## src/rtl/kpd_pkg.sv

```systemverilog
package kpd_pkg;
  localparam int unsigned ADDR_W = 2;

  typedef enum logic [ADDR_W-1:0] {
    ADDR_MASK = 2'd0,
    ADDR_PATN = 2'd1,
    ADDR_CTRL = 2'd2
  } kpd_addr_e;

  localparam int unsigned CTRL_SEL_NE  = 0;
  localparam int unsigned CTRL_FLAG    = 1;
  localparam int unsigned CTRL_IRQ_EN  = 2;
  localparam int unsigned CTRL_WAKE_EN = 3;

  typedef struct packed {
    logic sel_ne;
    logic irq_en;
    logic wake_en;
  } kpd_ctrl_t;
endpackage

```

## src/rtl/kpd_sync.sv

```systemverilog
module kpd_sync #(
  parameter int unsigned WIDTH  = 8,
  parameter int unsigned STAGES = 2
) (
  input  logic             clk_i,
  input  logic             rst_ni,
  input  logic [WIDTH-1:0] d_i,
  output logic [WIDTH-1:0] q_o
);
  logic [WIDTH-1:0] stg_q [STAGES];

  always_ff @(posedge clk_i or negedge rst_ni) begin
    if (!rst_ni) begin
      for (int s = 0; s < STAGES; s++) stg_q[s] <= '0;
    end else begin
      stg_q[0] <= d_i;
      for (int s = 1; s < STAGES; s++) stg_q[s] <= stg_q[s-1];
    end
  end

  assign q_o = stg_q[STAGES-1];
endmodule

```

## src/rtl/kpd_regs.sv

```systemverilog
module kpd_regs
  import kpd_pkg::*;
#(
  parameter int unsigned WIDTH = 8
) (
  input  logic              clk_i,
  input  logic              rst_ni,
  input  logic              we_i,
  input  logic [ADDR_W-1:0] addr_i,
  input  logic [WIDTH-1:0]  wdata_i,
  output logic [WIDTH-1:0]  mask_o,
  output logic [WIDTH-1:0]  patn_o,
  output kpd_ctrl_t         ctrl_o,
  output logic              clr_o
);
  logic wr_mask, wr_patn, wr_ctrl;

  assign wr_mask = we_i && (addr_i == ADDR_MASK);
  assign wr_patn = we_i && (addr_i == ADDR_PATN);
  assign wr_ctrl = we_i && (addr_i == ADDR_CTRL);

  always_ff @(posedge clk_i or negedge rst_ni) begin
    if (!rst_ni) begin
      mask_o <= '0;
      patn_o <= '0;
      ctrl_o <= '0;
    end else begin
      if (wr_mask) mask_o <= wdata_i;
      if (wr_patn) patn_o <= wdata_i;
      if (wr_ctrl) begin
        ctrl_o.sel_ne  <= wdata_i[CTRL_SEL_NE];
        ctrl_o.irq_en  <= wdata_i[CTRL_IRQ_EN];
        ctrl_o.wake_en <= wdata_i[CTRL_WAKE_EN];
      end
    end
  end

  // only a written zero clears; a one leaves the flag alone
  assign clr_o = wr_ctrl && !wdata_i[CTRL_FLAG];
endmodule

```

## src/rtl/kpd_qual.sv

```systemverilog
module kpd_qual #(
  parameter int unsigned WIDTH    = 8,
  parameter int unsigned HOLD_CYC = 6
) (
  input  logic             clk_i,
  input  logic             rst_ni,
  input  logic [WIDTH-1:0] port_i,
  input  logic [WIDTH-1:0] mask_i,
  input  logic [WIDTH-1:0] patn_i,
  input  logic             sel_ne_i,
  input  logic             clr_i,
  output logic             flag_o
);
  localparam int unsigned QUAL  = HOLD_CYC + 1;
  localparam int unsigned CNT_W = $clog2(QUAL + 1);

  logic [WIDTH-1:0] diff;
  logic             hit, cond, flag_set;
  logic [CNT_W-1:0] cnt_q;
  logic             flag_q;

  assign diff = (port_i ^ patn_i) & mask_i;
  assign hit  = sel_ne_i ? (|diff) : ~(|diff);
  assign cond = (|mask_i) && hit;

  always_ff @(posedge clk_i or negedge rst_ni) begin
    if (!rst_ni)                     cnt_q <= '0;
    else if (!cond)                  cnt_q <= '0;
    else if (cnt_q != CNT_W'(QUAL))  cnt_q <= cnt_q + 1'b1;
  end

  assign flag_set = cond && (cnt_q >= CNT_W'(QUAL - 1));

  always_ff @(posedge clk_i or negedge rst_ni) begin
    if (!rst_ni)       flag_q <= 1'b0;
    else if (clr_i)    flag_q <= 1'b0;
    else if (flag_set) flag_q <= 1'b1;
  end

  assign flag_o = flag_q;

  AST_CNT_RESTART: assert property (@(posedge clk_i) disable iff (!rst_ni)
    !cond |=> (cnt_q == '0));
  AST_FLAG_QUALIFIED: assert property (@(posedge clk_i) disable iff (!rst_ni)
    $rose(flag_q) |-> $past(cond) && ($past(cnt_q) >= CNT_W'(QUAL - 1)));
  AST_CLEAR_DROPS: assert property (@(posedge clk_i) disable iff (!rst_ni)
    clr_i |=> !flag_q);
  AST_FLAG_STICKY: assert property (@(posedge clk_i) disable iff (!rst_ni)
    (flag_q && !clr_i) |=> flag_q);
  AST_EMPTY_MASK: assert property (@(posedge clk_i) disable iff (!rst_ni)
    (mask_i == '0) |=> (cnt_q == '0));
endmodule

```

## src/rtl/kpd_match_irq.sv

```systemverilog
module kpd_match_irq
  import kpd_pkg::*;
#(
  parameter int unsigned PORT_W      = 8,
  parameter int unsigned HOLD_CYC    = 6,
  parameter int unsigned SYNC_STAGES = 2
) (
  input  logic              clk_i,
  input  logic              rst_ni,
  input  logic [PORT_W-1:0] port_i,
  input  logic              reg_we_i,
  input  logic [ADDR_W-1:0] reg_addr_i,
  input  logic [PORT_W-1:0] reg_wdata_i,
  output logic              flag_o,
  output logic              irq_o,
  output logic              wake_o
);
  logic [PORT_W-1:0] port_s, mask, patn;
  kpd_ctrl_t         ctrl;
  logic              clr, flag;

  kpd_sync #(.WIDTH(PORT_W), .STAGES(SYNC_STAGES)) i_sync (
    .clk_i (clk_i),
    .rst_ni(rst_ni),
    .d_i   (port_i),
    .q_o   (port_s)
  );

  kpd_regs #(.WIDTH(PORT_W)) i_regs (
    .clk_i  (clk_i),
    .rst_ni (rst_ni),
    .we_i   (reg_we_i),
    .addr_i (reg_addr_i),
    .wdata_i(reg_wdata_i),
    .mask_o (mask),
    .patn_o (patn),
    .ctrl_o (ctrl),
    .clr_o  (clr)
  );

  kpd_qual #(.WIDTH(PORT_W), .HOLD_CYC(HOLD_CYC)) i_qual (
    .clk_i   (clk_i),
    .rst_ni  (rst_ni),
    .port_i  (port_s),
    .mask_i  (mask),
    .patn_i  (patn),
    .sel_ne_i(ctrl.sel_ne),
    .clr_i   (clr),
    .flag_o  (flag)
  );

  assign flag_o = flag;
  assign irq_o  = flag & ctrl.irq_en;
  assign wake_o = flag & ctrl.wake_en;

  AST_IRQ_GATED: assert property (@(posedge clk_i) disable iff (!rst_ni)
    irq_o |-> (flag_o && ctrl.irq_en));
  AST_WAKE_GATED: assert property (@(posedge clk_i) disable iff (!rst_ni)
    wake_o |-> (flag_o && ctrl.wake_en));
endmodule

```

## config.mk

```make
export PLATFORM = sky130hd
export DESIGN_NAME = kpd_match_irq
export DESIGN_NICKNAME = d
export VERILOG_FILES = /design/src/rtl/kpd_pkg.sv /design/src/rtl/kpd_sync.sv /design/src/rtl/kpd_regs.sv /design/src/rtl/kpd_qual.sv /design/src/rtl/kpd_match_irq.sv
export SDC_FILE = /design/constraint.sdc
export NUM_CORES = 1
export LEC_CHECK = 0
export ABC_AREA = 1
export CAP_MARGIN = 10
export CELL_PAD_IN_SITES_DETAIL_PLACEMENT = 2
export CELL_PAD_IN_SITES_GLOBAL_PLACEMENT = 2
export CORE_UTILIZATION = 40
export CTS_BUF_LIST = sky130_fd_sc_hd__clkbuf_8
export DETAILED_ROUTE_END_ITERATION = 8
export DONT_BUFFER_PORTS = 1
export HOLD_SLACK_MARGIN = 0.05
export PLACE_DENSITY = 0.77
export SYNTH_ARGS = -nofsm -noshare
export SYNTH_HDL_FRONTEND = slang
export SYNTH_SLANG_ARGS = --single-unit
```

## constraint.sdc

```tcl
create_clock -name clk_i -period 1.6 [get_ports clk_i]
set_input_delay 0.24 -clock clk_i [delete_from_list [all_inputs] [get_ports clk_i]]
set_output_delay 0.24 -clock clk_i [all_outputs]
set_load 0.01 [all_outputs]
```

After elaboration in Yosys (flattened, before gate mapping)
Index checks and enable logic that the tools add are counted.

Register bits: 39. Logic and storage cells: 36. Bits of input ports: 21.

Reduce and logical (&&, ||, !) cells: 11. $add $sub $neg: 1. Bitwise gates (word level): 5. Order comparisons: 1. Muxes and demuxes: 5. Equality and inequality tests: 4.

Operator list (number): $reduce_or A8 Y1 (2); $and A8 B8 Y8 (1); $xor A8 B8 Y8 (1); $logic_and A1 B1 Y1 (6); $mux W3 (2); $add A3 B1 Y3 const B (1); $ge A3 B3 Y1 const B (1); $mux W1 (3); $ne A3 B3 Y1 const B (1); $and A1 B1 Y1 (2); $eq A2 B1 Y1 const B (1); $eq A2 B2 Y1 const B (1); $logic_not A2 Y1 (1); $ne A2 B2 Y1 const B (1); $reduce_bool A2 Y1 (1); $logic_not A1 Y1 (1); $not A1 Y1 (1).

Longest topological paths before layout
Gate-level depths: netlist (run 1).

Word-level depth: 9. Depth in mapped cells: 9.

Modules after synthesis
Synthesis (run 1) repeated with hierarchy kept, for this count alone.

Cells, all modules: 188. Area, all modules: 1729.2 um^2.

Modules (own cells, without submodules): kpd_regs (times used 1, area each 827.0 um^2, cells each 86, seq. area each 475.5 um^2); kpd_sync (times used 1, area each 460.4 um^2, cells each 24, seq. area each 400.4 um^2); kpd_qual (times used 1, area each 426.7 um^2, cells each 74, seq. area each 100.1 um^2); kpd_match_irq (times used 1, area each 15.0 um^2, cells each 4, seq. area each 0.0 um^2).

Least setup slack after synthesis (run 1)
Ideal clock, no wire load.

Path type: reg-to-reg. Start: register i_qual.cnt_q[0]. End: register i_qual.cnt_q[0]. Setup time: 72 ps. Setup slack: 475 ps. Path buffers: 0. Cell stages (with the launch flop): 5. Arrival: 1052 ps. Cell sequence: dfrtp_1 -> ha_1 -> ha_1 -> xor2_1 -> nor2_1.

Longest elaborated chain between the ends: 3.

RTL lines: from (decl) (line kpd_qual.sv:19) `logic [CNT_W-1:0] cnt_q;`; from (signal assigned) (line kpd_qual.sv:29) `else if (cnt_q != CNT_W'(QUAL)) cnt_q <= cnt_q + 1'b1;`; $add A3 B1 Y3 (line kpd_qual.sv:29); $mux W3 (line kpd_qual.sv:29); $mux W3 (line kpd_qual.sv:28) `else if (!cond) cnt_q <= '0;`.

Several ways; a longest one is shown, not always the timed one. The select of a mux whose other input is x is not followed. A chain may end at the register's enable or synchronous reset.

Final worst setup path (run 1)
Start: register i_sync.stg_q (netlist bit i_sync.q_o[6]). End: register i_qual.cnt_q[0].

Longest elaborated chain between the ends: 7.

RTL lines: from (decl) (line kpd_sync.sv:10) `logic [WIDTH-1:0] stg_q [STAGES];`; $xor A8 B8 Y8 * (line kpd_qual.sv:22) `assign diff = (port_i ^ patn_i) & mask_i;`; $and A8 B8 Y8 * (line kpd_qual.sv:22); $reduce_or A8 Y1 * (line kpd_qual.sv:23) `assign hit = sel_ne_i ? (|diff) : ~(|diff);`; $not A1 Y1 (line kpd_qual.sv:23); $mux W1 * (line kpd_qual.sv:23); $logic_and A1 B1 Y1 * (line kpd_qual.sv:24) `assign cond = (|mask_i) && hit;`; $ne A2 B2 Y1 (no line) / $mux W3 (equally long branches).

Every way passes the cells marked *; elsewhere a longest branch is shown, timed or not.

==> report_table.html, run 1 <==
<table>
<tr><th>Metric</th><th>Value</th></tr>
<tr><th colspan="2">Job</th></tr>
<tr><td>Max cap viols</td><td>0</td></tr>
<tr><th colspan="2">Detailed routing</th></tr>
<tr><td>First-pass iteration count of the detailed router</td><td>4</td></tr>
<tr><td>Wire length after detailed routing</td><td>between 3000 and 4000 um</td></tr>
<tr><td>Metal2 WL</td><td>between 1500 and 2000 um</td></tr>
<tr><td>Remaining antenna violation count after routing</td><td>0</td></tr>
<tr><td>Number of vias in the routed layout</td><td>~1.1k</td></tr>
<tr><td>Routed length per instance</td><td>around 15 um</td></tr>
<tr><td>Initial DRC Count</td><td>27</td></tr>
<tr><td>Total DRC errors in the routed layout</td><td>0</td></tr>
<tr><td>Top sig layer</td><td>met4</td></tr>
<tr><td>Wire length on met3</td><td>109 um</td></tr>
<tr><td>Met1 routed wirelength after detailed routing</td><td>1410 um</td></tr>
<tr><td>Via density per instance</td><td>just under 5</td></tr>
<tr><th colspan="2">Timing</th></tr>
<tr><td>Fraction of the cycle the final worst path needs</td><td>78.73%</td></tr>
<tr><td>Sum of negative setup slack</td><td>0 ps</td></tr>
<tr><td>RSZ-0062 raised after global routing</td><td>false</td></tr>
<tr><td>Max Clk Rate</td><td>793.8 MHz</td></tr>
<tr><td>Count of final max-slew check failures</td><td>0</td></tr>
<tr><td>Clock period minus final worst setup slack</td><td>between 1000 and 1500 ps</td></tr>
<tr><td>Worst Max-Slew Pin Slew</td><td>555.7 ps</td></tr>
<tr><td>Largest clock skew in the final design</td><td>4.781 ps</td></tr>
<tr><td>Setup-failing EPs final</td><td>0</td></tr>
<tr><td>Relative slew margins</td><td>62.87%</td></tr>
<tr><td>Count of endpoints failing hold in the final timing report</td><td>0</td></tr>
<tr><th colspan="2">Setup path</th></tr>
<tr><td>CP Launch Type</td><td>register</td></tr>
<tr><td>CP Class</td><td>reg -&gt; reg</td></tr>
<tr><td>CP Data Arrival Time</td><td>1480 ps</td></tr>
<tr><td>Data required time of the worst path</td><td>1820 ps</td></tr>
<tr><td>CP max FO</td><td>3</td></tr>
<tr><td>Kind of end point of the critical path</td><td>register</td></tr>
<tr><th colspan="2">Synth</th></tr>
<tr><td>Yosys Warn Count</td><td>0</td></tr>
<tr><td>Fraction of registers with async set/reset</td><td>100.0%</td></tr>
<tr><td>Library cell with the largest summed area after synthesis</td><td>sky130_fd_sc_hd__dfrtp_1</td></tr>
<tr><td>Sequential-to-total area share from yosys stat</td><td>62.75%</td></tr>
<tr><td>Post-synth EDFFs</td><td>0</td></tr>
<tr><td>Register bit total from synthesis</td><td>39</td></tr>
<tr><td>Most frequent cells after synthesis</td><td>sky130_fd_sc_hd__nand2_1, sky130_fd_sc_hd__dfrtp_1, sky130_fd_sc_hd__inv_1</td></tr>
<tr><td>Post-synth net total</td><td>191</td></tr>
<tr><td>Post-synth top area share</td><td>62.75%</td></tr>
<tr><td>Most common cell in the netlist</td><td>sky130_fd_sc_hd__nand2_1</td></tr>
<tr><td>Most used flip-flop cell after synthesis</td><td>sky130_fd_sc_hd__dfrtp_1</td></tr>
<tr><td>Largest cells by area after synthesis</td><td>sky130_fd_sc_hd__dfrtp_1, sky130_fd_sc_hd__nand2_1, sky130_fd_sc_hd__inv_1</td></tr>
<tr><td>Mapped Area</td><td>0.001555 mm2</td></tr>
<tr><td>Post-Synthesis Cells</td><td>167</td></tr>
<tr><td>Number of unique standard cell types used by synthesis</td><td>16</td></tr>
<tr><td>Syn Area/Cell</td><td>9.313 um2</td></tr>
<tr><th colspan="2">Floorplan</th></tr>
<tr><td>Initial core utilization</td><td>between 40 and 50%</td></tr>
<tr><td>Standard cell core area</td><td>0.003689 mm2</td></tr>
<tr><td>Chip Height</td><td>between 60 and 70 um</td></tr>
<tr><td>Die area</td><td>0.004142 mm2</td></tr>
<tr><td>Floorplan die width</td><td>64.36 um</td></tr>
<tr><td>Io pins</td><td>24</td></tr>
<tr><td>Number of cell rows</td><td>22</td></tr>
<tr><th colspan="2">Clocking</th></tr>
<tr><td>H-Tree Depth</td><td>2</td></tr>
<tr><td>Num Clock Sinks</td><td>39</td></tr>
<tr><td>Clock-pin slew on the worst setup and hold paths</td><td>approximately 70 ps</td></tr>
<tr><td>CTS Buf Count</td><td>5</td></tr>
<tr><td>Setup repair bufs after CTS</td><td>0</td></tr>
<tr><td>Clock latency on the worst-skew pair</td><td>about 290 ps</td></tr>
<tr><td>CTS tree</td><td>built</td></tr>
<tr><td>CTS Buffer Depth</td><td>2</td></tr>
<tr><td>Clock tree root driver cell</td><td>sky130_fd_sc_hd__clkbuf_8</td></tr>
<tr><th colspan="2">Power and ir drop</th></tr>
<tr><td>P_leak</td><td>about 0.95 nW</td></tr>
<tr><td>PwrDens</td><td>~1300 mW/mm2</td></tr>
<tr><td>Peak VDD IR</td><td>0.6118 mV</td></tr>
<tr><td>Total power</td><td>0.002304 W</td></tr>
<tr><th colspan="2">Final layout</th></tr>
<tr><td>Layout area overhead</td><td>16.73%</td></tr>
<tr><td>Utilization after layout</td><td>between 40% and 50%</td></tr>
<tr><td>Antenna diode count</td><td>0</td></tr>
<tr><td>Post-layout nets</td><td>206</td></tr>
<tr><td>Fraction of final layout cells with drive strength greater than 1</td><td>6.011%</td></tr>
<tr><th colspan="2">GRT</th></tr>
<tr><td>Combined global-route utilization of all metal layers</td><td>~20%</td></tr>
<tr><td>Vias in the first global route</td><td>1298</td></tr>
<tr><td>Antenna violations before repair</td><td>0</td></tr>
<tr><td>Global-route wire length before repair</td><td>6023 um</td></tr>
<tr><td>Maximum number of pins on one net before global-route repair</td><td>40</td></tr>
<tr><td>Total overflow reported by the global router</td><td>0</td></tr>
<tr><th colspan="2">Placement</th></tr>
<tr><td>Final Wtd Congestion</td><td>0.7123</td></tr>
<tr><td>PortBufs</td><td>0</td></tr>
<tr><td>Half-perimeter wire length of the detailed placement result</td><td>2338 um</td></tr>
<tr><th colspan="2">Run status</th></tr>
<tr><td>Status</td><td>finished clean</td></tr>
<tr><th colspan="2">Worst hold path</th></tr>
<tr><td>Hold Crit Class</td><td>in -&gt; reg</td></tr>
</table>
## where the power goes
group / leakage [nW] / switching [W] / internal (W)
sequential: 0.477 / 0.000120 / 0.00112
combinational: 0.414 / 0.000209 / 0.000144
clock: 0.0557 / 0.000325 / 0.000387
total: 0.946 / 0.000654 / 0.00165
## area by class of cell
| cell class | count | area, um2 |
|---|---|---|
| Sequential cell | 39 | 975.9 |
| Inverter | 30 | 112.6 |
| Clock inverter | 1 | 3.754 |
| Fill cell | 410 | 1873 |
| Timing Repair Buffer | 10 | 110.1 |
| Tap cell | 48 | 60.06 |
| Multi-Input combinational cell | 96 | 456.7 |
| Clock buffer | 7 | 96.34 |
## per-layer routing
metal  global-route usage [%]  vias up
met5                        0        -
met4                    6.667        0
met3                    5.000        5
met2                    37.37       23
met1                    21.77      577
li1                         -      544
## stage by stage
stage | hold slack (ps) | cells | worst slack [ps] | instance area, um2
after global routing | 121.7 | 231 | 183.2 | 1815
after global placement | -54.34 | 213 | 427.1 | 1605
after CTS | 111.5 | 231 | 320.4 | 1815
after detailed placement | -54.51 | 213 | 388.7 | 1605
after floorplan | -55.59 | 167 | 475.3 | 1555
final | 111.9 | 231 | 340.3 | 1815
## worst max-delay path, cell delays in order, from the launching register on
cell and delay (ps):
sky130_fd_sc_hd__dfrtp_1 400, sky130_fd_sc_hd__inv_1 80, sky130_fd_sc_hd__nand2_1 60, sky130_fd_sc_hd__nand3_1 70
sky130_fd_sc_hd__nand2_1 90, sky130_fd_sc_hd__nor2_2 140, sky130_fd_sc_hd__nand2_1 70, sky130_fd_sc_hd__nand2_2 60
sky130_fd_sc_hd__nand3_1 110, sky130_fd_sc_hd__nor2_1 120
## cells by family after synthesis
group                      Yosys count  share of synthesized area, %
muxes                                1                        0.6436
buffers and inverters               32                         7.884
DFF                                 39                         62.75
xor gates and xnor gates             1                        0.5633
adders and majority gates            3                         2.414
AOI/OAI and AO/OA                   22                         7.241
and+or+nand+nor                     69                         18.50
## state kept, by name (all words and copies together), names as in the netlist
name           flops
i_regs.mask_o      8
i_regs.patn_o      8
i_sync.q_o         8
i_sync.stg_q       8
i_qual.cnt_q       3
i_regs.ctrl_o      3
i_qual.flag_o      1
## cells in the final DEF, fill, tap and decap left out
master / instances
sky130_fd_sc_hd__nand2_1: 45
sky130_fd_sc_hd__xor2_1: 1
sky130_fd_sc_hd__nor2_2: 2
sky130_fd_sc_hd__buf_12: 1
sky130_fd_sc_hd__dfrtp_1: 39
sky130_fd_sc_hd__inv_1: 31
sky130_fd_sc_hd__dlygate4sd3_1: 9
sky130_fd_sc_hd__nand2_2: 1
sky130_fd_sc_hd__nand4_1: 1
sky130_fd_sc_hd__nand3_1: 11
sky130_fd_sc_hd__o21a_1: 1
sky130_fd_sc_hd__a21oi_1: 2
sky130_fd_sc_hd__clkbuf_8: 7
sky130_fd_sc_hd__nor2_1: 7
sky130_fd_sc_hd__nor4_1: 2
sky130_fd_sc_hd__mux2i_1: 1
sky130_fd_sc_hd__o21ai_0: 19
sky130_fd_sc_hd__ha_1: 3
## path summary, 6_finish.rpt
path / from / end / slack (ps) / cells after the start
setup reg to reg: i_sync.q_o[6]$_DFF_PN0_ / i_qual.cnt_q[0]$_DFFE_PN0P_ / 340 / 9
max in group asynchronous: rst_ni / i_sync.stg_q[10]$_DFF_PN0_ / 1000 / 2
hold reg to reg: i_sync.stg_q[14]$_DFF_PN0_ / i_sync.q_o[6]$_DFF_PN0_ / 350 / 0
setup / recovery: i_sync.q_o[6]$_DFF_PN0_ / i_qual.cnt_q[0]$_DFFE_PN0P_ / 340 / 9
hold / removal: reg_wdata_i[1] / i_qual.flag_o$_DFFE_PN0P_ / 110 / 2
min in group asynchronous: rst_ni / i_qual.flag_o$_DFFE_PN0P_ / 410 / 2
## what timing repair did
item	in CTS	in global routing
resized for setup	0	0
hold endpoints to repair	47	0
setup endpoints to repair	0	0
hold buffers	10	0
Note: power is estimated with default switching activity, not from simulation.
==> run 2: changes to the inputs <==
--- a/config.mk
+++ b/config.mk
@@ -9,12 +9,12 @@
 export CAP_MARGIN = 10
 export CELL_PAD_IN_SITES_DETAIL_PLACEMENT = 2
 export CELL_PAD_IN_SITES_GLOBAL_PLACEMENT = 2
-export CORE_UTILIZATION = 40
+export CORE_UTILIZATION = 36
 export CTS_BUF_LIST = sky130_fd_sc_hd__clkbuf_8
 export DETAILED_ROUTE_END_ITERATION = 8
 export DONT_BUFFER_PORTS = 1
 export HOLD_SLACK_MARGIN = 0.05
-export PLACE_DENSITY = 0.77
+export PLACE_DENSITY = 0.73
 export SYNTH_ARGS = -nofsm -noshare
 export SYNTH_HDL_FRONTEND = slang
 export SYNTH_SLANG_ARGS = --single-unit
==> constraint.sdc (replaced) <==
create_clock -name clk_i -period 1.05 [get_ports clk_i]
set_input_delay 0.1575 -clock clk_i [delete_from_list [all_inputs] [get_ports clk_i]]
set_output_delay 0.1575 -clock clk_i [all_outputs]
set_load 0.01 [all_outputs]
==> run 2 against run 1 <==
Compared with the run above:
- the flow now finishes with violations (hold timing, setup timing)
- non-clock buffer count grew 7
- sequential share of layout area down 3.1 points
- setup slack worse by 560 ps
- register-to-register slack worse by 560 ps
- final cell count is 3.9% higher
- total power is 56% higher
- worst hold slack worse by 550 ps
- largest cell class unchanged
==> report_table.html, run 2 (synthesis results as in run 1) <==
<table>
<tr><th>Metric</th><th>Value</th></tr>
<tr><th colspan="2">Run status</th></tr>
<tr><td>Status</td><td>finished, violations left (was finished clean)</td></tr>
<tr><td>Violated checks</td><td>hold timing, setup timing</td></tr>
<tr><th colspan="2">Setup path</th></tr>
<tr><td>Worst reg2reg path depth</td><td>9 (unchanged)</td></tr>
<tr><td>CP Launch Type</td><td>register (unchanged)</td></tr>
<tr><td>Kind of end point of the critical path</td><td>register (unchanged)</td></tr>
<tr><td>Top Family by Delay on Critical Path</td><td>simple AND/OR/NAND/NOR gates (unchanged)</td></tr>
<tr><td>Dominant cell type by count on the critical path</td><td>sky130_fd_sc_hd__nand2_2 (was sky130_fd_sc_hd__nand2_1)</td></tr>
<tr><td>CP Class</td><td>reg -&gt; reg (unchanged)</td></tr>
<tr><td>Cell chain of the critical path</td><td>inv_1, nand2_2, nand3_2, nand2_2, nor2_2, nand2_1, nand2_2, nand4_1, a21oi_1 (was inv_1, nand2_1, nand3_1, nand2_1, nor2_2, nand2_1, nand2_2, nand3_1, nor2_1)</td></tr>
<tr><td>Crit path depth</td><td>9 (unchanged)</td></tr>
<tr><td>Critical path's largest stage delay</td><td>390 ps (was 400 ps)</td></tr>
<tr><td>Number of buffer and inverter stages on the critical path</td><td>1 (unchanged)</td></tr>
<tr><td>CP max FO</td><td>2 (was 3)</td></tr>
<tr><td>Cell with the biggest individual delay on the critical path</td><td>sky130_fd_sc_hd__dfrtp_1 (unchanged)</td></tr>
<tr><td>Data required time of the worst path</td><td>1260 ps (was 1820 ps)</td></tr>
<tr><td>CP Data Arrival Time</td><td>1480 ps (about the same)</td></tr>
<tr><th colspan="2">Clocking</th></tr>
<tr><td>H-Tree Depth</td><td>2 (unchanged)</td></tr>
<tr><td>Num Clock Sinks</td><td>39 (unchanged)</td></tr>
<tr><td>Clock latency on the worst-skew pair</td><td>290 ps (about the same)</td></tr>
<tr><td>CTS Buffer Depth</td><td>2 (unchanged)</td></tr>
<tr><td>CTS tree</td><td>built (unchanged)</td></tr>
<tr><td>Count of hold-fix buffers inserted at cts</td><td>12 (was 10)</td></tr>
<tr><td>CTS Buf Count</td><td>5 (unchanged)</td></tr>
<tr><td>Clock tree root driver cell</td><td>sky130_fd_sc_hd__clkbuf_8 (unchanged)</td></tr>
<tr><td>Clock-pin slew on the worst setup and hold paths</td><td>70 ps (about the same)</td></tr>
<tr><th colspan="2">Floorplan</th></tr>
<tr><td>Initial core utilization</td><td>38.06% (was 42.16%)</td></tr>
<tr><td>Chip Height</td><td>67.73 um (was 64.36 um)</td></tr>
<tr><td>Number of cell rows</td><td>23 (was 22)</td></tr>
<tr><td>Standard cell core area</td><td>0.004086 mm2 (was 0.003689 mm2)</td></tr>
<tr><td>Die area</td><td>0.004587 mm2 (was 0.004142 mm2)</td></tr>
<tr><td>Floorplan die width</td><td>67.73 um (was 64.36 um)</td></tr>
<tr><td>Io pins</td><td>24 (unchanged)</td></tr>
<tr><th colspan="2">GRT</th></tr>
<tr><td>Antenna violations before repair</td><td>0 (unchanged)</td></tr>
<tr><td>Maximum number of pins on one net before global-route repair</td><td>40 (unchanged)</td></tr>
<tr><td>Vias in the first global route</td><td>1279 (was 1298)</td></tr>
<tr><td>Total overflow reported by the global router</td><td>0 (unchanged)</td></tr>
<tr><td>Global-route wire length before repair</td><td>5816 um (was 6023 um)</td></tr>
<tr><td>Combined global-route utilization of all metal layers</td><td>18.12% (was 20.03%)</td></tr>
<tr><th colspan="2">Final layout</th></tr>
<tr><td>Antenna diode count</td><td>0 (unchanged)</td></tr>
<tr><td>Post-Layout Inst Area</td><td>0.001926 mm2 (was 0.001815 mm2)</td></tr>
<tr><td>Count of placed standard cells in the final layout, fillers left out</td><td>240 (was 231)</td></tr>
<tr><td>Number of inserted filler cells in the final layout</td><td>458 (was 410)</td></tr>
<tr><td>Post-layout nets</td><td>213 (was 206)</td></tr>
<tr><td>Most common cell after layout, fill and taps aside</td><td>sky130_fd_sc_hd__nand2_1 (unchanged)</td></tr>
<tr><td>Utilization after layout</td><td>47.12% (was 49.22%)</td></tr>
<tr><td>Commonest cells after routing, fill and taps aside</td><td>sky130_fd_sc_hd__nand2_1, sky130_fd_sc_hd__dfrtp_1, sky130_fd_sc_hd__inv_1 (unchanged)</td></tr>
<tr><td>Layout area overhead</td><td>23.81% (was 16.73%)</td></tr>
<tr><td>Fraction of final layout cells with drive strength greater than 1</td><td>14.74% (was 6.011%)</td></tr>
<tr><th colspan="2">Placement</th></tr>
<tr><td>Cell count after placement</td><td>219 (was 213)</td></tr>
<tr><td>Half-perimeter wire length of the detailed placement result</td><td>2417 um (was 2338 um)</td></tr>
<tr><td>PortBufs</td><td>0 (unchanged)</td></tr>
<tr><td>Placed instance area</td><td>0.001665 mm2 (was 0.001605 mm2)</td></tr>
<tr><td>Final Wtd Congestion</td><td>0.6987 (was 0.7123)</td></tr>
<tr><th colspan="2">Job</th></tr>
<tr><td>Max cap viols</td><td>0 (unchanged)</td></tr>
<tr><th colspan="2">Timing</th></tr>
<tr><td>Count of endpoints failing hold in the final timing report</td><td>39 (was 0)</td></tr>
<tr><td>Setup-failing EPs final</td><td>5 (was 0)</td></tr>
<tr><td>Final Worst Setup Slack</td><td>-216.1 ps (was 340.3 ps)</td></tr>
<tr><td>Worst hold slack across all endpoints</td><td>-442.9 ps (was 111.9 ps)</td></tr>
<tr><td>Clock period minus final worst setup slack</td><td>1266 ps (was 1260 ps)</td></tr>
<tr><td>Worst Max-Slew Pin Slew</td><td>275.3 ps (was 555.7 ps)</td></tr>
<tr><td>Relative slew margins</td><td>81.47% (was 62.87%)</td></tr>
<tr><td>Count of final max-slew check failures</td><td>0 (unchanged)</td></tr>
<tr><td>Largest clock skew in the final design</td><td>2.581 ps (was 4.781 ps)</td></tr>
<tr><td>RSZ-0062 raised after global routing</td><td>true (was false)</td></tr>
<tr><td>Max Clk Rate</td><td>789.8 MHz (was 793.8 MHz)</td></tr>
<tr><td>Fraction of the cycle the final worst path needs</td><td>120.6% (was 78.73%)</td></tr>
<tr><th colspan="2">Detailed routing</th></tr>
<tr><td>Routed length per instance</td><td>14.08 um (was 15.03 um)</td></tr>
<tr><td>Met1 routed wirelength after detailed routing</td><td>1433 um (was 1410 um)</td></tr>
<tr><td>Number of vias in the routed layout</td><td>1163 (was 1149)</td></tr>
<tr><td>Initial DRC Count</td><td>52 (was 27)</td></tr>
<tr><td>Top sig layer</td><td>met4 (unchanged)</td></tr>
<tr><td>Wire length after detailed routing</td><td>3378 um (was 3472 um)</td></tr>
<tr><td>Remaining antenna violation count after routing</td><td>0 (unchanged)</td></tr>
<tr><td>First-pass iteration count of the detailed router</td><td>2 (was 4)</td></tr>
<tr><td>Metal2 WL</td><td>1754 um (was 1903 um)</td></tr>
<tr><td>Wire length on met3</td><td>118 um (was 109 um)</td></tr>
<tr><td>Total DRC errors in the routed layout</td><td>0 (unchanged)</td></tr>
<tr><td>Via density per instance</td><td>4.846 (was 4.974)</td></tr>
<tr><th colspan="2">Power and ir drop</th></tr>
<tr><td>PwrDens</td><td>1870 mW/mm2 (was 1269 mW/mm2)</td></tr>
<tr><td>Internal power</td><td>0.002595 W (was 0.001650 W)</td></tr>
<tr><td>Combinational share of power</td><td>17.9% (was 15.3%)</td></tr>
<tr><td>Peak VDD IR</td><td>0.7629 mV (was 0.6118 mV)</td></tr>
<tr><td>Clock network power share</td><td>29.9% (was 30.9%)</td></tr>
<tr><td>Sw Pwr</td><td>0.001007 W (was 0.0006536 W)</td></tr>
<tr><td>Sequential power share</td><td>52.2% (was 53.8%)</td></tr>
<tr><td>Switching portion of total power</td><td>27.96% (was 28.37%)</td></tr>
<tr><td>P_leak</td><td>0.9770 nW (was 0.9462 nW)</td></tr>
<tr><th colspan="2">Worst hold path</th></tr>
<tr><td>Hold Crit Class</td><td>in -&gt; async (was in -&gt; reg)</td></tr>
</table>
## run 2: stage by stage
stage               setup slack, ps  total power (W)  setup TNS [ps]
floorplan                    -4.493         0.002250          -4.493
global placement             -124.9         0.002404          -438.1
detailed placement           -181.0         0.002483          -632.0
CTS                          -179.5         0.003637          -622.1
global route                 -297.7         0.003843           -1189
finish                       -216.1         0.003602          -737.7
## run 2: area by class of cell
cell class / instances / area (um2) / area share, %
clock buffer: 7 / 96.34 / 5.003
inverter: 30 / 112.6 / 5.848
multi-input combinational: 96 / 504.2 / 26.19
clock inverter: 1 / 3.754 / 0.1949
tap: 50 / 62.56 / 3.249
sequential: 39 / 975.9 / 50.68
timing repair buffer: 17 / 170.2 / 8.837
## run 2: metal layers
metal | up-vias | global-route usage (%)
li1 | 557 | -
met2 | 20 | 30.45
met5 | - | 0
met3 | 8 | 4.561
met1 | 578 | 21.37
met4 | 0 | 8.777
## run 2: power by group through the flow
stage / Clock (W) / Sequential, W / Combinational, W
after global placement: 0 / 0.00189 / 0.000517
after global routing: 0.00118 / 0.00191 / 0.000750
after floorplan: 0 / 0.00186 / 0.000385
after CTS: 0.00113 / 0.00188 / 0.000630
after detailed placement: 0 / 0.00191 / 0.000575
final: 0.00108 / 0.00188 / 0.000644
## run 2: worst register-to-register path, stage by stage, from the launching register on
cell and delay (ps):
sky130_fd_sc_hd__dfrtp_1 390, sky130_fd_sc_hd__inv_1 80, sky130_fd_sc_hd__nand2_2 60, sky130_fd_sc_hd__nand3_2 60, sky130_fd_sc_hd__nand2_2 60, sky130_fd_sc_hd__nor2_2 150, sky130_fd_sc_hd__nand2_1 90, sky130_fd_sc_hd__nand2_2 80
sky130_fd_sc_hd__nand4_1 80, sky130_fd_sc_hd__a21oi_1 140
## run 2: final timing paths
kind	slack (ps)	to	startpoint
max in group asynchronous	1410	i_regs.mask_o[0]$_DFFE_PN0P_	rst_ni
max	-220	i_qual.flag_o$_DFFE_PN0P_	i_sync.q_o[7]$_DFF_PN0_
max reg2reg	-220	i_qual.flag_o$_DFFE_PN0P_	i_sync.q_o[7]$_DFF_PN0_
min reg2reg	350	i_sync.q_o[1]$_DFF_PN0_	i_sync.stg_q[9]$_DFF_PN0_
min	-440	i_sync.q_o[6]$_DFF_PN0_	rst_ni
min in group clk_i	50	i_regs.mask_o[4]$_DFFE_PN0P_	reg_wdata_i[4]
## run 2: what timing repair did
| item | 4_1_cts | 5_1_grt |
|---|---|---|
| pin swaps | 4 | 4 |
| resized for setup | 3 | 8 |
| buffers inserted | 1 | 0 |
| setup endpoints to repair | 6 | 6 |
| endpoints found under the hold margin | 55 | 39 |
==> run 3: changes to the inputs <==
--- a/config.mk
+++ b/config.mk
@@ -9,12 +9,12 @@
 export CAP_MARGIN = 10
 export CELL_PAD_IN_SITES_DETAIL_PLACEMENT = 2
 export CELL_PAD_IN_SITES_GLOBAL_PLACEMENT = 2
-export CORE_UTILIZATION = 36
+export CORE_UTILIZATION = 40
 export CTS_BUF_LIST = sky130_fd_sc_hd__clkbuf_8
 export DETAILED_ROUTE_END_ITERATION = 8
 export DONT_BUFFER_PORTS = 1
 export HOLD_SLACK_MARGIN = 0.05
-export PLACE_DENSITY = 0.73
+export PLACE_DENSITY = 0.77
 export SYNTH_ARGS = -nofsm -noshare
 export SYNTH_HDL_FRONTEND = slang
 export SYNTH_SLANG_ARGS = --single-unit
==> constraint.sdc (replaced) <==
create_clock -name clk_i -period 1.3 [get_ports clk_i]
set_input_delay 0.195 -clock clk_i [delete_from_list [all_inputs] [get_ports clk_i]]
set_output_delay 0.195 -clock clk_i [all_outputs]
set_load 0.01 [all_outputs]
==> run 3 against run 2 <==
Compared with the run above:
- the run now ends clean
- sequential power fell by 19%
- clock skew up 1.0 ps
- global-route usage increased by 1.8 points
- combinational power is 21% lower
- highest routed layer unchanged
- critical path depth is the same
- non-clock buffer count is 5 lower
- utilization increased by 3.4 points
- setup slack gained 220 ps
==> report_table.html, run 3 (synthesis results as in run 1) <==
<table>
<tr><th>Metric</th><th>Value</th></tr>
<tr><th colspan="2">Run status</th></tr>
<tr><td>Status</td><td>finished clean (was finished, violations left)</td></tr>
<tr><th colspan="2">Clocking</th></tr>
<tr><td>Clock-pin slew on the worst setup and hold paths</td><td>70 ps (about the same)</td></tr>
<tr><td>H-Tree Depth</td><td>2 (unchanged)</td></tr>
<tr><td>Clock latency on the worst-skew pair</td><td>280 ps (was 290 ps)</td></tr>
<tr><td>Clock tree root driver cell</td><td>sky130_fd_sc_hd__clkbuf_8 (unchanged)</td></tr>
<tr><td>CTS tree</td><td>built (unchanged)</td></tr>
<tr><td>Num Clock Sinks</td><td>39 (unchanged)</td></tr>
<tr><td>CTS Buf Count</td><td>5 (unchanged)</td></tr>
<tr><td>CTS Buffer Depth</td><td>2 (unchanged)</td></tr>
<tr><th colspan="2">Placement</th></tr>
<tr><td>PortBufs</td><td>0 (unchanged)</td></tr>
<tr><td>Final Wtd Congestion</td><td>0.7133 (was 0.6987)</td></tr>
<tr><td>Half-perimeter wire length of the detailed placement result</td><td>2509 um (was 2417 um)</td></tr>
<tr><th colspan="2">Setup path</th></tr>
<tr><td>Cell chain of the critical path</td><td>inv_1, nand2_1, nand3_2, nand2_2, nor2_4, nand2_1, nand2_2, nand4_1, a21oi_1 (was inv_1, nand2_2, nand3_2, nand2_2, nor2_2, nand2_1, nand2_2, nand4_1, a21oi_1)</td></tr>
<tr><td>CP max FO</td><td>3 (was 2)</td></tr>
<tr><td>Worst reg2reg path depth</td><td>9 (unchanged)</td></tr>
<tr><td>Slack of the worst reg-to-reg path</td><td>5 ps (was -220 ps)</td></tr>
<tr><td>Cell with the biggest individual delay on the critical path</td><td>sky130_fd_sc_hd__dfrtp_1 (unchanged)</td></tr>
<tr><td>Critical path's largest stage delay</td><td>390 ps (about the same)</td></tr>
<tr><td>Destination of the worst register-to-register timing path</td><td>i_qual.flag_o$_DFFE_PN0P_ (unchanged)</td></tr>
<tr><td>Data required time of the worst path</td><td>1510 ps (was 1260 ps)</td></tr>
<tr><td>Kind of end point of the critical path</td><td>register (unchanged)</td></tr>
<tr><td>Worst reg2reg startpoint</td><td>i_regs.patn_o[6]$_DFFE_PN0P_ (was i_sync.q_o[7]$_DFF_PN0_)</td></tr>
<tr><td>CP Class</td><td>reg -&gt; reg (unchanged)</td></tr>
<tr><td>CP Data Arrival Time</td><td>1500 ps (was 1480 ps)</td></tr>
<tr><td>CP Launch Type</td><td>register (unchanged)</td></tr>
<tr><th colspan="2">Worst hold path</th></tr>
<tr><td>Hold Crit Class</td><td>in -&gt; reg (was in -&gt; async)</td></tr>
<tr><td>End point of the worst hold path</td><td>i_regs.patn_o[6]$_DFFE_PN0P_</td></tr>
<tr><td>Worst Hold Depth</td><td>2</td></tr>
<tr><td>Start point of the worst min-delay path</td><td>reg_wdata_i[6]</td></tr>
<tr><th colspan="2">Timing</th></tr>
<tr><td>Count of endpoints failing hold in the final timing report</td><td>0 (was 39)</td></tr>
<tr><td>Setup-failing EPs final</td><td>0 (was 5)</td></tr>
<tr><td>Max Clk Rate</td><td>772.3 MHz (was 789.8 MHz)</td></tr>
<tr><td>Fraction of the cycle the final worst path needs</td><td>99.60% (was 120.6%)</td></tr>
<tr><td>Clock period minus final worst setup slack</td><td>1295 ps (was 1266 ps)</td></tr>
<tr><td>Largest clock skew in the final design</td><td>3.596 ps (was 2.581 ps)</td></tr>
<tr><td>Worst Max-Slew Pin Slew</td><td>594.9 ps (was 275.3 ps)</td></tr>
<tr><td>Worst hold slack across all endpoints</td><td>81.35 ps (was -442.9 ps)</td></tr>
<tr><td>Relative slew margins</td><td>60.24% (was 81.47%)</td></tr>
<tr><td>Count of final max-slew check failures</td><td>0 (unchanged)</td></tr>
<tr><td>RSZ-0062 raised after global routing</td><td>true (unchanged)</td></tr>
<tr><th colspan="2">GRT</th></tr>
<tr><td>Combined global-route utilization of all metal layers</td><td>19.88% (was 18.12%)</td></tr>
<tr><td>Total overflow reported by the global router</td><td>0 (unchanged)</td></tr>
<tr><td>Maximum number of pins on one net before global-route repair</td><td>40 (unchanged)</td></tr>
<tr><td>Global-route wire length before repair</td><td>5975 um (was 5816 um)</td></tr>
<tr><td>Vias in the first global route</td><td>1307 (was 1279)</td></tr>
<tr><td>Antenna violations before repair</td><td>0 (unchanged)</td></tr>
<tr><th colspan="2">Final layout</th></tr>
<tr><td>Antenna diode count</td><td>0 (unchanged)</td></tr>
<tr><td>Fraction of final layout cells with drive strength greater than 1</td><td>11.35% (was 14.74%)</td></tr>
<tr><td>Commonest cells after routing, fill and taps aside</td><td>sky130_fd_sc_hd__nand2_1, sky130_fd_sc_hd__dfrtp_1, sky130_fd_sc_hd__inv_1 (unchanged)</td></tr>
<tr><td>Layout area overhead</td><td>19.71% (was 23.81%)</td></tr>
<tr><td>Post-layout nets</td><td>208 (was 213)</td></tr>
<tr><td>Most common cell after layout, fill and taps aside</td><td>sky130_fd_sc_hd__nand2_1 (unchanged)</td></tr>
<tr><th colspan="2">Power and ir drop</th></tr>
<tr><td>Total power</td><td>0.002778 W (was 0.003602 W)</td></tr>
<tr><td>PwrDens</td><td>1492 mW/mm2 (was 1870 mW/mm2)</td></tr>
<tr><td>P_leak</td><td>0.9581 nW (was 0.9770 nW)</td></tr>
<tr><td>Peak VDD IR</td><td>0.6315 mV (was 0.7629 mV)</td></tr>
<tr><th colspan="2">Job</th></tr>
<tr><td>Max cap viols</td><td>0 (unchanged)</td></tr>
<tr><th colspan="2">Detailed routing</th></tr>
<tr><td>Number of vias in the routed layout</td><td>1174 (was 1163)</td></tr>
<tr><td>Total DRC errors in the routed layout</td><td>0 (unchanged)</td></tr>
<tr><td>Routed length per instance</td><td>16.31 um (was 14.08 um)</td></tr>
<tr><td>Remaining antenna violation count after routing</td><td>0 (unchanged)</td></tr>
<tr><td>First-pass iteration count of the detailed router</td><td>4 (was 2)</td></tr>
<tr><td>Wire length after detailed routing</td><td>3800 um (was 3378 um)</td></tr>
<tr><td>Initial DRC Count</td><td>12 (was 52)</td></tr>
<tr><td>Via density per instance</td><td>5.039 (was 4.846)</td></tr>
<tr><th colspan="2">Floorplan</th></tr>
<tr><td>Number of cell rows</td><td>22 (was 23)</td></tr>
<tr><td>Standard cell core area</td><td>0.003689 mm2 (was 0.004086 mm2)</td></tr>
<tr><td>Floorplan die width</td><td>64.36 um (was 67.73 um)</td></tr>
<tr><td>Die area</td><td>0.004142 mm2 (was 0.004587 mm2)</td></tr>
<tr><td>Io pins</td><td>24 (unchanged)</td></tr>
<tr><td>Initial core utilization</td><td>42.16% (was 38.06%)</td></tr>
<tr><td>Chip Height</td><td>64.36 um (was 67.73 um)</td></tr>
</table>
## run 3: cell types whose count changed in the layout (fill, tap and decap cells not counted), moves of 2 or more
cell,before,now
sky130_fd_sc_hd__inv_1,28,32
sky130_fd_sc_hd__buf_4,4,2
sky130_fd_sc_hd__dlygate4sd3_1,12,9
sky130_fd_sc_hd__nor2_2,3,1
sky130_fd_sc_hd__clkbuf_8,7,5
sky130_fd_sc_hd__inv_2,3,0
## run 3: worst max-delay path: cells and delay by family, from the launching register on
kind            cells  cell delay, ps
compound gates      1             150
buf+inv             1              60
flops               1             390
simple gates        7             630
## run 3: where the power goes
| part | internal [W] | leakage [nW] | switching [W] |
|---|---|---|---|
| Clock | 0.000360 | 0.0505 | 0.000376 |
| Sequential | 0.00138 | 0.477 | 0.000156 |
| Combinational | 0.000205 | 0.431 | 0.000303 |
## run 3: cell type report
type | instances | area (um2)
clock inverters | 3 | 12.51
flip-flops and latches | 39 | 975.9
repair buffers | 12 | 125.1
multi-input cells | 96 | 506.7
inverters | 30 | 112.6
clock buffers | 5 | 68.82
well taps | 48 | 60.06
fillers | 412 | 1827
## run 3: worst max path at each step
stage | start | to | slack, ps | depth (start not counted)
after global placement | i_qual.cnt_q[0]$_DFFE_PN0P_ | i_qual.cnt_q[0]$_DFFE_PN0P_ | 130 | 4
after floorplan | i_qual.cnt_q[0]$_DFFE_PN0P_ | i_qual.cnt_q[0]$_DFFE_PN0P_ | 180 | 4
after detailed placement | i_qual.cnt_q[0]$_DFFE_PN0P_ | i_qual.cnt_q[1]$_DFFE_PN0P_ | 30 | 5
after global routing | i_regs.patn_o[6]$_DFFE_PN0P_ | i_qual.flag_o$_DFFE_PN0P_ | -80 | 9
final | i_regs.patn_o[6]$_DFFE_PN0P_ | i_qual.flag_o$_DFFE_PN0P_ | 5 | 9
after CTS | i_qual.cnt_q[0]$_DFFE_PN0P_ | i_qual.cnt_q[1]$_DFFE_PN0P_ | 10 | 5
## run 3: metrics by stage
stage	cells	TNS, ps	utilization, %	setup WS (ps)	instance area, um2
final	233	0	50.47	5.175	1862
after global routing	233	-219.5	50.47	-76.82	1862
after CTS	231	0	48.71	10.59	1797
after detailed placement	213	0	43.52	25.40	1605
after global placement	213	0	43.52	125.5	1605
after floorplan	167	0	-	175.3	1555
## run 3: layer usage
metal	routed length [um]	vias up	global-route usage (%)
li1	-	546	-
met1	1475	602	22.00
met2	2187	24	36.84
met3	114	2	5.179
met4	23	0	5.833
met5	0	-	0
## run 3: what timing repair did
action | 4_1_cts | 5_1_grt
resized for setup | 0 | 11
hold buffers | 10 | 0
setup endpoints to repair | 0 | 4
endpoints found under the hold margin | 47 | 0
setup buffers | 0 | 2
